<file path="src/rtl/gct_pkg.sv">
package gct_pkg;
   // write target decode for the bus port
   typedef enum logic [1:0] {
      SEL_COUNT = 2'b00,
      SEL_CMP   = 2'b01,
      SEL_FLAG  = 2'b10,
      SEL_NONE  = 2'b11
   } wr_sel_e;

   localparam int unsigned MODE_W      = 4;
   localparam logic [3:0]  TRIG_CODE   = 4'b1011;

   typedef struct packed {
      logic ld_count;
      logic ld_cmp;
      logic ld_flag;
   } wr_dec_t;

   function automatic wr_dec_t decode_wr(input logic en, input logic [1:0] sel);
      wr_dec_t d;
      d.ld_count = en && (sel == SEL_COUNT);
      d.ld_cmp   = en && (sel == SEL_CMP);
      d.ld_flag  = en && (sel == SEL_FLAG);
      return d;
   endfunction
endpackage

</file>
<file path="src/rtl/gct_gate_qual.sv">
module gct_gate_qual #(
   parameter int unsigned SYNC_STAGES = 2
) (
   input  logic clk,
   input  logic rst_n,
   input  logic gate_pin,
   input  logic gate_en,
   input  logic gate_pol,
   output logic gate_ok
);
   logic gate_lvl;

   generate
      if (SYNC_STAGES == 0) begin : g_direct
         assign gate_lvl = gate_pin;
      end else begin : g_sync
         logic [SYNC_STAGES-1:0] chain_q;
         always_ff @(posedge clk or negedge rst_n) begin
            if (!rst_n) chain_q <= '0;
            else if (SYNC_STAGES == 1) chain_q <= gate_pin;
            else chain_q <= {chain_q[SYNC_STAGES-2:0], gate_pin};
         end
         assign gate_lvl = chain_q[SYNC_STAGES-1];
      end
   endgenerate

   // polarity match: count when synchronized level equals the selected level
   assign gate_ok = !gate_en || !(gate_lvl ^ gate_pol);
endmodule

</file>
<file path="src/rtl/gct_cmp_unit.sv">
module gct_cmp_unit #(
   parameter int unsigned WIDTH     = 16,
   parameter int unsigned MODE_W    = 4,
   parameter logic [MODE_W-1:0] TRIG_CODE = 4'b1011
) (
   input  logic              clk,
   input  logic              rst_n,
   input  logic              ld_cmp,
   input  logic [WIDTH-1:0]  wr_data,
   input  logic [WIDTH-1:0]  count,
   input  logic              adv,
   input  logic [MODE_W-1:0] cmp_mode,
   input  logic              adc_en,
   output logic [WIDTH-1:0]  cmp_val,
   output logic              match_clr,
   output logic              conv_start
);
   logic [WIDTH-1:0] cmp_q;
   logic             conv_q;
   logic             trig_mode;

   assign trig_mode = (cmp_mode == TRIG_CODE);
   assign match_clr = trig_mode && adv && (count == cmp_q);

   always_ff @(posedge clk or negedge rst_n) begin
      if (!rst_n) begin
         cmp_q  <= '0;
         conv_q <= 1'b0;
      end else begin
         if (ld_cmp) cmp_q <= wr_data;
         conv_q <= match_clr && adc_en;
      end
   end

   assign cmp_val    = cmp_q;
   assign conv_start = conv_q;
endmodule

</file>
<file path="src/rtl/gct_count_core.sv">
module gct_count_core #(
   parameter int unsigned WIDTH = 16
) (
   input  logic             clk,
   input  logic             rst_n,
   input  logic             adv,
   input  logic             match_clr,
   input  logic             ld_count,
   input  logic             ld_flag,
   input  logic [WIDTH-1:0] wr_data,
   output logic [WIDTH-1:0] count,
   output logic             ovf_flag
);
   localparam logic [WIDTH-1:0] ALL_ONES = {WIDTH{1'b1}};
   localparam logic [WIDTH-1:0] ONE      = {{(WIDTH-1){1'b0}}, 1'b1};

   logic [WIDTH-1:0] cnt_q, cnt_d;
   logic             flag_q, flag_d;
   logic             rollover;

   assign rollover = adv && !match_clr && !ld_count && (cnt_q == ALL_ONES);

   always_comb begin
      cnt_d = cnt_q;
      if (ld_count)       cnt_d = wr_data;
      else if (match_clr) cnt_d = '0;
      else if (adv)       cnt_d = cnt_q + ONE;
   end

   always_comb begin
      flag_d = flag_q;
      if (rollover)     flag_d = 1'b1;
      else if (ld_flag) flag_d = wr_data[0];
   end

   always_ff @(posedge clk or negedge rst_n) begin
      if (!rst_n) begin
         cnt_q  <= '0;
         flag_q <= 1'b0;
      end else begin
         cnt_q  <= cnt_d;
         flag_q <= flag_d;
      end
   end

   assign count    = cnt_q;
   assign ovf_flag = flag_q;
endmodule

</file>
<file path="src/rtl/gated_cmp_timer.sv">
module gated_cmp_timer
   import gct_pkg::*;
#(
   parameter int unsigned WIDTH       = 16,
   parameter int unsigned SYNC_STAGES = 2
) (
   input  logic              clk,
   input  logic              rst_n,
   input  logic              tick,
   input  logic              gate_pin,
   input  logic              tmr_on,
   input  logic              gate_en,
   input  logic              gate_pol,
   input  logic [3:0]        cmp_mode,
   input  logic              adc_en,
   input  logic              wr_en,
   input  logic [1:0]        wr_sel,
   input  logic [WIDTH-1:0]  wr_data,
   output logic [WIDTH-1:0]  count,
   output logic [WIDTH-1:0]  cmp_val,
   output logic              ovf_flag,
   output logic              conv_start
);
   initial begin
      assert (WIDTH >= 2) else $error("gated_cmp_timer: WIDTH must be at least 2");
      assert (SYNC_STAGES <= 4) else $error("gated_cmp_timer: SYNC_STAGES above 4");
   end

   wr_dec_t dec;
   logic    gate_ok;
   logic    adv;
   logic    match_clr;

   assign dec = decode_wr(wr_en, wr_sel);
   assign adv = tmr_on && tick && gate_ok;

   gct_gate_qual #(.SYNC_STAGES(SYNC_STAGES)) u_gate (
      .clk      (clk),
      .rst_n    (rst_n),
      .gate_pin (gate_pin),
      .gate_en  (gate_en),
      .gate_pol (gate_pol),
      .gate_ok  (gate_ok)
   );

   gct_cmp_unit #(.WIDTH(WIDTH), .MODE_W(MODE_W), .TRIG_CODE(TRIG_CODE)) u_cmp (
      .clk        (clk),
      .rst_n      (rst_n),
      .ld_cmp     (dec.ld_cmp),
      .wr_data    (wr_data),
      .count      (count),
      .adv        (adv),
      .cmp_mode   (cmp_mode),
      .adc_en     (adc_en),
      .cmp_val    (cmp_val),
      .match_clr  (match_clr),
      .conv_start (conv_start)
   );

   gct_count_core #(.WIDTH(WIDTH)) u_core (
      .clk       (clk),
      .rst_n     (rst_n),
      .adv       (adv),
      .match_clr (match_clr),
      .ld_count  (dec.ld_count),
      .ld_flag   (dec.ld_flag),
      .wr_data   (wr_data),
      .count     (count),
      .ovf_flag  (ovf_flag)
   );
endmodule

</file>
<file path="config.mk">
export PLATFORM = sky130hd
export DESIGN_NAME = gated_cmp_timer
export DESIGN_NICKNAME = d
export VERILOG_FILES = /design/src/rtl/gct_pkg.sv /design/src/rtl/gct_gate_qual.sv /design/src/rtl/gct_cmp_unit.sv /design/src/rtl/gct_count_core.sv /design/src/rtl/gated_cmp_timer.sv
export SDC_FILE = /design/constraint.sdc
export NUM_CORES = 1
export LEC_CHECK = 0
export ABC_CLOCK_PERIOD_IN_PS = 2200
export BUFFER_PORTS_ARGS = -buffer_cell sky130_fd_sc_hd__buf_2
export CAP_MARGIN = 20
export CORE_MARGIN = 3
export CORE_UTILIZATION = 51
export DETAILED_ROUTE_END_ITERATION = 12
export GPL_TIMING_DRIVEN = 0
export PLACE_DENSITY = 0.79
export REMOVE_ABC_BUFFERS = 1
export SYNTH_ARGS = -nofsm -noshare
export SYNTH_HDL_FRONTEND = slang
export SYNTH_SLANG_ARGS = --single-unit
</file>
<file path="constraint.sdc">
create_clock -name clk -period 2.2 [get_ports clk]
set_input_delay 0.44 -clock clk [delete_from_list [all_inputs] [get_ports clk]]
set_output_delay 0.44 -clock clk [all_outputs]
set_load 0.1 [all_outputs]
</file>
==> load_flow_metrics.sql <==
INSERT INTO impl_metrics (metric_group, metric, value, unit) VALUES
('synth', 'yosys_register_bits', '36', ''),
('placed_design', 'place_ws', '70.4', 'ps'),
('sta', 'slew_headroom', '0.438', ''),
('cts', 'postCtsSetupBuffers', '0', ''),
('synth', 'syn_avg_cell_area', '10.5', 'um2'),
('routing', 'drt_first_pass_iters', '4', ''),
('job', 'timing.max_cap.violations', '0', ''),
('floorplanning', 'design.core.area', '3830', 'um2'),
('critical_path', 'crit_type', 'register to register', ''),
('placed_design', 'detailed_place_hpwl', '3720', 'um'),
('final_layout', 'final_net_count', '295', ''),
('cts', 'clock_sinks', '36', ''),
('critical_path', 'signal_arrival_time_at_the_worst_endpoint', '2130', 'ps'),
('grt', 'wire_length_of_the_first_global_routing_pass', '8450', 'um'),
('grt', 'largest_net_degree_at_the_start_of_global_routing', '37', ''),
('final_layout', 'final_antenna_diode_count', '0', ''),
('synth', 'synth_seq_area_share', '0.426', ''),
('sta', 'timing.setup.tns', '0', 'ps'),
('floorplanning', 'floorplan.die_area', '4960', 'um2'),
('sta', 'setup-violations-final', '0', ''),
('critical_path', 'critPathRequiredTime', '2350', 'ps'),
('final_layout', 'share_of_cells_above_drive_strength_1', '0.371', ''),
('sta', 'final-max-slew-violation-count', '0', ''),
('grt', 'grt_pass1_vias', '1736', ''),
('pwr', 'vdd_ir_drop_max', '0.876', 'mV'),
('floorplanning', 'start_util', '0.553', ''),
('grt', 'globalRouteTotalUtil', '0.213', ''),
('sta', 'timing.hold.ws', '240', 'ps'),
('synth', 'post_synth_inst_count', '202', ''),
('routing', 'via_count', '1789', ''),
('sta', 'final.setup.worst_slack', '216', 'ps'),
('grt', 'globalRoute.totalOverflow', '0', ''),
('routing', 'detail_route.wirelength', '5090', 'um'),
('placed_design', 'count_of_buffers_from_port_buffering', '64', ''),
('critical_path', 'endpoint_kind', 'register', ''),
('cts', 'cts-resized-gates', '0', ''),
('sta', 'fmax', '504', 'MHz'),
('run_status', 'outcome', 'finished clean', ''),
('sta', 'max_slew.worst_pin.slew', '840', 'ps'),
('sta', 'fin_worst_skew', '6.89', 'ps'),
('floorplanning', 'fp.dieH', '70.4', 'um'),
('sta', 'finalCriticalPeriod', '1980', 'ps'),
('placed_design', 'place_congestion', '0.881', ''),
('routing', 'drcViolationCount', '0', ''),
('pwr', 'total_leakage_power', '1.14', 'nW'),
('cts', 'htreeDepth', '2', ''),
('cts', 'cts.path.max_buffers', '2', ''),
('floorplanning', 'io-pin-count', '65', ''),
('sta', 'final_hold_viol_count', '0', ''),
('cts', 'total_cts_buffers', '5', ''),
('cts', 'worstSkewPairLatency', '290', 'ps'),
('critical_path', 'worst-path-max-fanout', '17', ''),
('pwr', 'report.power.total', '2.85', 'mW'),
('synth', 'synth_area', '2120', 'um2'),
('pwr', 'power.density_cell_area', '1130', 'nW/um2'),
('routing', 'remaining_antenna_violation_count_after_routing', '0', ''),
('synth', 'synth_warn', '0', ''),
('sta', 'timing.final.crit_share', '0.902', ''),
('routing', 'vias_per_cell', '5.73', ''),
('synth', 'ys_types', '40', ''),
('routing', 'wl_per_cell', '16.3', 'um'),
('routing', 'drtIter0Drc', '72', ''),
('floorplanning', 'fp.dieW', '70.4', 'um'),
('hold_path', 'holdCritPathClass', 'input port to asynchronous set/reset pin', ''),
('sta', 'rsz0062_at_grt', 'no', ''),
('final_layout', 'synthToLayoutAreaGrowth', '19.4', '%'),
('cts', 'cell_at_the_root_of_the_clock_tree', 'clkbuf_8', ''),
('cts', 'ctsHoldBuffers', '0', ''),
('grt', 'grt_antenna_before_repair', '0', ''),
('cts', 'path_clk_slew', '70', 'ps'),
('critical_path', 'cp-start-kind', 'register', ''),
('cts', 'cts_tree', 'yes', ''),
('floorplanning', 'rows', '22', '');
## cells in the final DEF (no fill, tap or decap), types with 2 or more instances in the layout
| cell type | instances |
|---|---|
| o21ai_0 | 5 |
| clkbuf_8 | 6 |
| buf_2 | 64 |
| o31ai_1 | 16 |
| and3_1 | 12 |
| nand3_1 | 7 |
| a211oi_1 | 2 |
| and3_2 | 3 |
| nor4_1 | 4 |
| xor2_1 | 16 |
| xnor2_1 | 11 |
| nand3b_1 | 2 |
| nand4_1 | 4 |
| dfrtp_1 | 36 |
| inv_1 | 5 |
| mux2_2 | 17 |
| nor3_1 | 7 |
| a21oi_1 | 17 |
| nand2_1 | 4 |
| o41a_1 | 2 |
| nor2_1 | 5 |
| clkbuf_1 | 2 |
## stage by stage
stage / cells / area (um2) / utilization
floorplan: 191 / 2040 / -
global placement: 303 / 2420 / 0.633
detailed placement: 304 / 2440 / 0.637
CTS: 312 / 2530 / 0.661
global route: 312 / 2530 / 0.661
finish: 312 / 2530 / 0.661
## synthesized netlist by cell type
| cell | n | area, um2 |
|---|---|---|
| and3_1 | 12 | 75.1 |
| a21oi_1 | 17 | 85.1 |
| nor2_4 | 1 | 11.3 |
| or3_1 | 1 | 6.26 |
| xnor2_1 | 11 | 96.3 |
| mux2_2 | 17 | 191 |
| nand2_1 | 4 | 15.0 |
| nor4b_1 | 1 | 8.76 |
| xor2_1 | 16 | 140 |
| buf_6 | 3 | 33.8 |
| or2_1 | 1 | 6.26 |
| nand3b_1 | 2 | 15.0 |
| nand3_1 | 7 | 35.0 |
| nor4_1 | 4 | 25.0 |
| dfrtp_1 | 36 | 901 |
| mux2i_1 | 1 | 10.0 |
| buf_4 | 1 | 7.51 |
| o21ai_0 | 5 | 25.0 |
| buf_2 | 2 | 10.0 |
| nand4_2 | 1 | 12.5 |
| nand4b_1 | 1 | 8.76 |
| o41a_1 | 2 | 22.5 |
| clkbuf_1 | 4 | 15.0 |
| o21ai_2 | 1 | 8.76 |
| nor2b_1 | 1 | 6.26 |
| dlygate4sd1_1 | 1 | 8.76 |
| nand4_4 | 1 | 21.3 |
| a21oi_2 | 1 | 8.76 |
| and3_2 | 3 | 22.5 |
| nor2_1 | 5 | 18.8 |
| nor3b_2 | 1 | 12.5 |
| a21o_1 | 1 | 7.51 |
| nor3_1 | 7 | 35.0 |
| ha_1 | 1 | 12.5 |
| or3b_1 | 1 | 8.76 |
| o31ai_1 | 16 | 120 |
| inv_1 | 5 | 18.8 |
| nor3_2 | 1 | 10.0 |
| a211oi_1 | 2 | 15.0 |
| nand4_1 | 4 | 25.0 |
## worst max-delay path: stages, from the launching register on
cell     delay, ps
dfrtp_1        510
xor2_1         220
nor4_1         300
nand4_1        200
nor2_4         460
o31ai_1        150
## kinds of logic after synthesis
group                    after synthesis  share of synthesized area
AND/OR/NAND/NOR                       59                      0.179
buffers and inverters                 16                     0.0443
AO/OA/AOI/OAI                         45                      0.138
XOR/XNOR                              27                      0.112
flip-flops                            36                      0.426
adder cells (fa/ha/maj)                1                    0.00591
multiplexers                          18                     0.0952
## power breakdown
part           switching [mW]  internal (mW)
Clock                   0.220          0.255
Combinational            1.12          0.313
Sequential              0.160          0.776
## cell type report
| type | instances | area (um2) |
|---|---|---|
| repair buffers | 65 | 335 |
| multi-input cells | 150 | 1120 |
| inverters | 5 | 18.8 |
| flip-flops and latches | 36 | 901 |
| clock buffers | 8 | 90.1 |
| well taps | 48 | 60.1 |
| fillers | 341 | 1300 |
## flip-flops by register name, summed over array words and instances, names as in the netlist
signal / count
u_cmp.cmp_val: 16
u_cmp.conv_start: 1
u_core.count: 16
u_core.ovf_flag: 1
u_gate.g_sync.chain_q: 2
## path summary, 6_finish.rpt
path | startpoint | to | slack (ps) | depth (start not counted)
setup / recovery | u_core.count[2]$_DFFE_PN0P_ | u_core.count[11]$_DFFE_PN0P_ | 220 | 5
min in group clk | gate_pin | u_gate.g_sync.chain_q[0]$_DFF_PN0_ | 260 | 1
max in group asynchronous | rst_n | u_cmp.cmp_val[9]$_DFFE_PN0P_ | 1460 | 1
hold reg to reg | u_gate.g_sync.chain_q[0]$_DFF_PN0_ | u_gate.g_sync.chain_q[1]$_DFF_PN0_ | 360 | 0
hold / removal | rst_n | u_cmp.cmp_val[4]$_DFFE_PN0P_ | 240 | 1
setup reg to reg | u_core.count[2]$_DFFE_PN0P_ | u_core.count[11]$_DFFE_PN0P_ | 220 | 5
## metal layers
layer	global-route usage	share of wire	up-vias
met5	0	0	-
met4	0.0574	0.0090	0
met3	0.0547	0.062	7
li1	-	-	862
met2	0.345	0.49	58
met1	0.281	0.44	862
(Power assumes the default switching activity.)
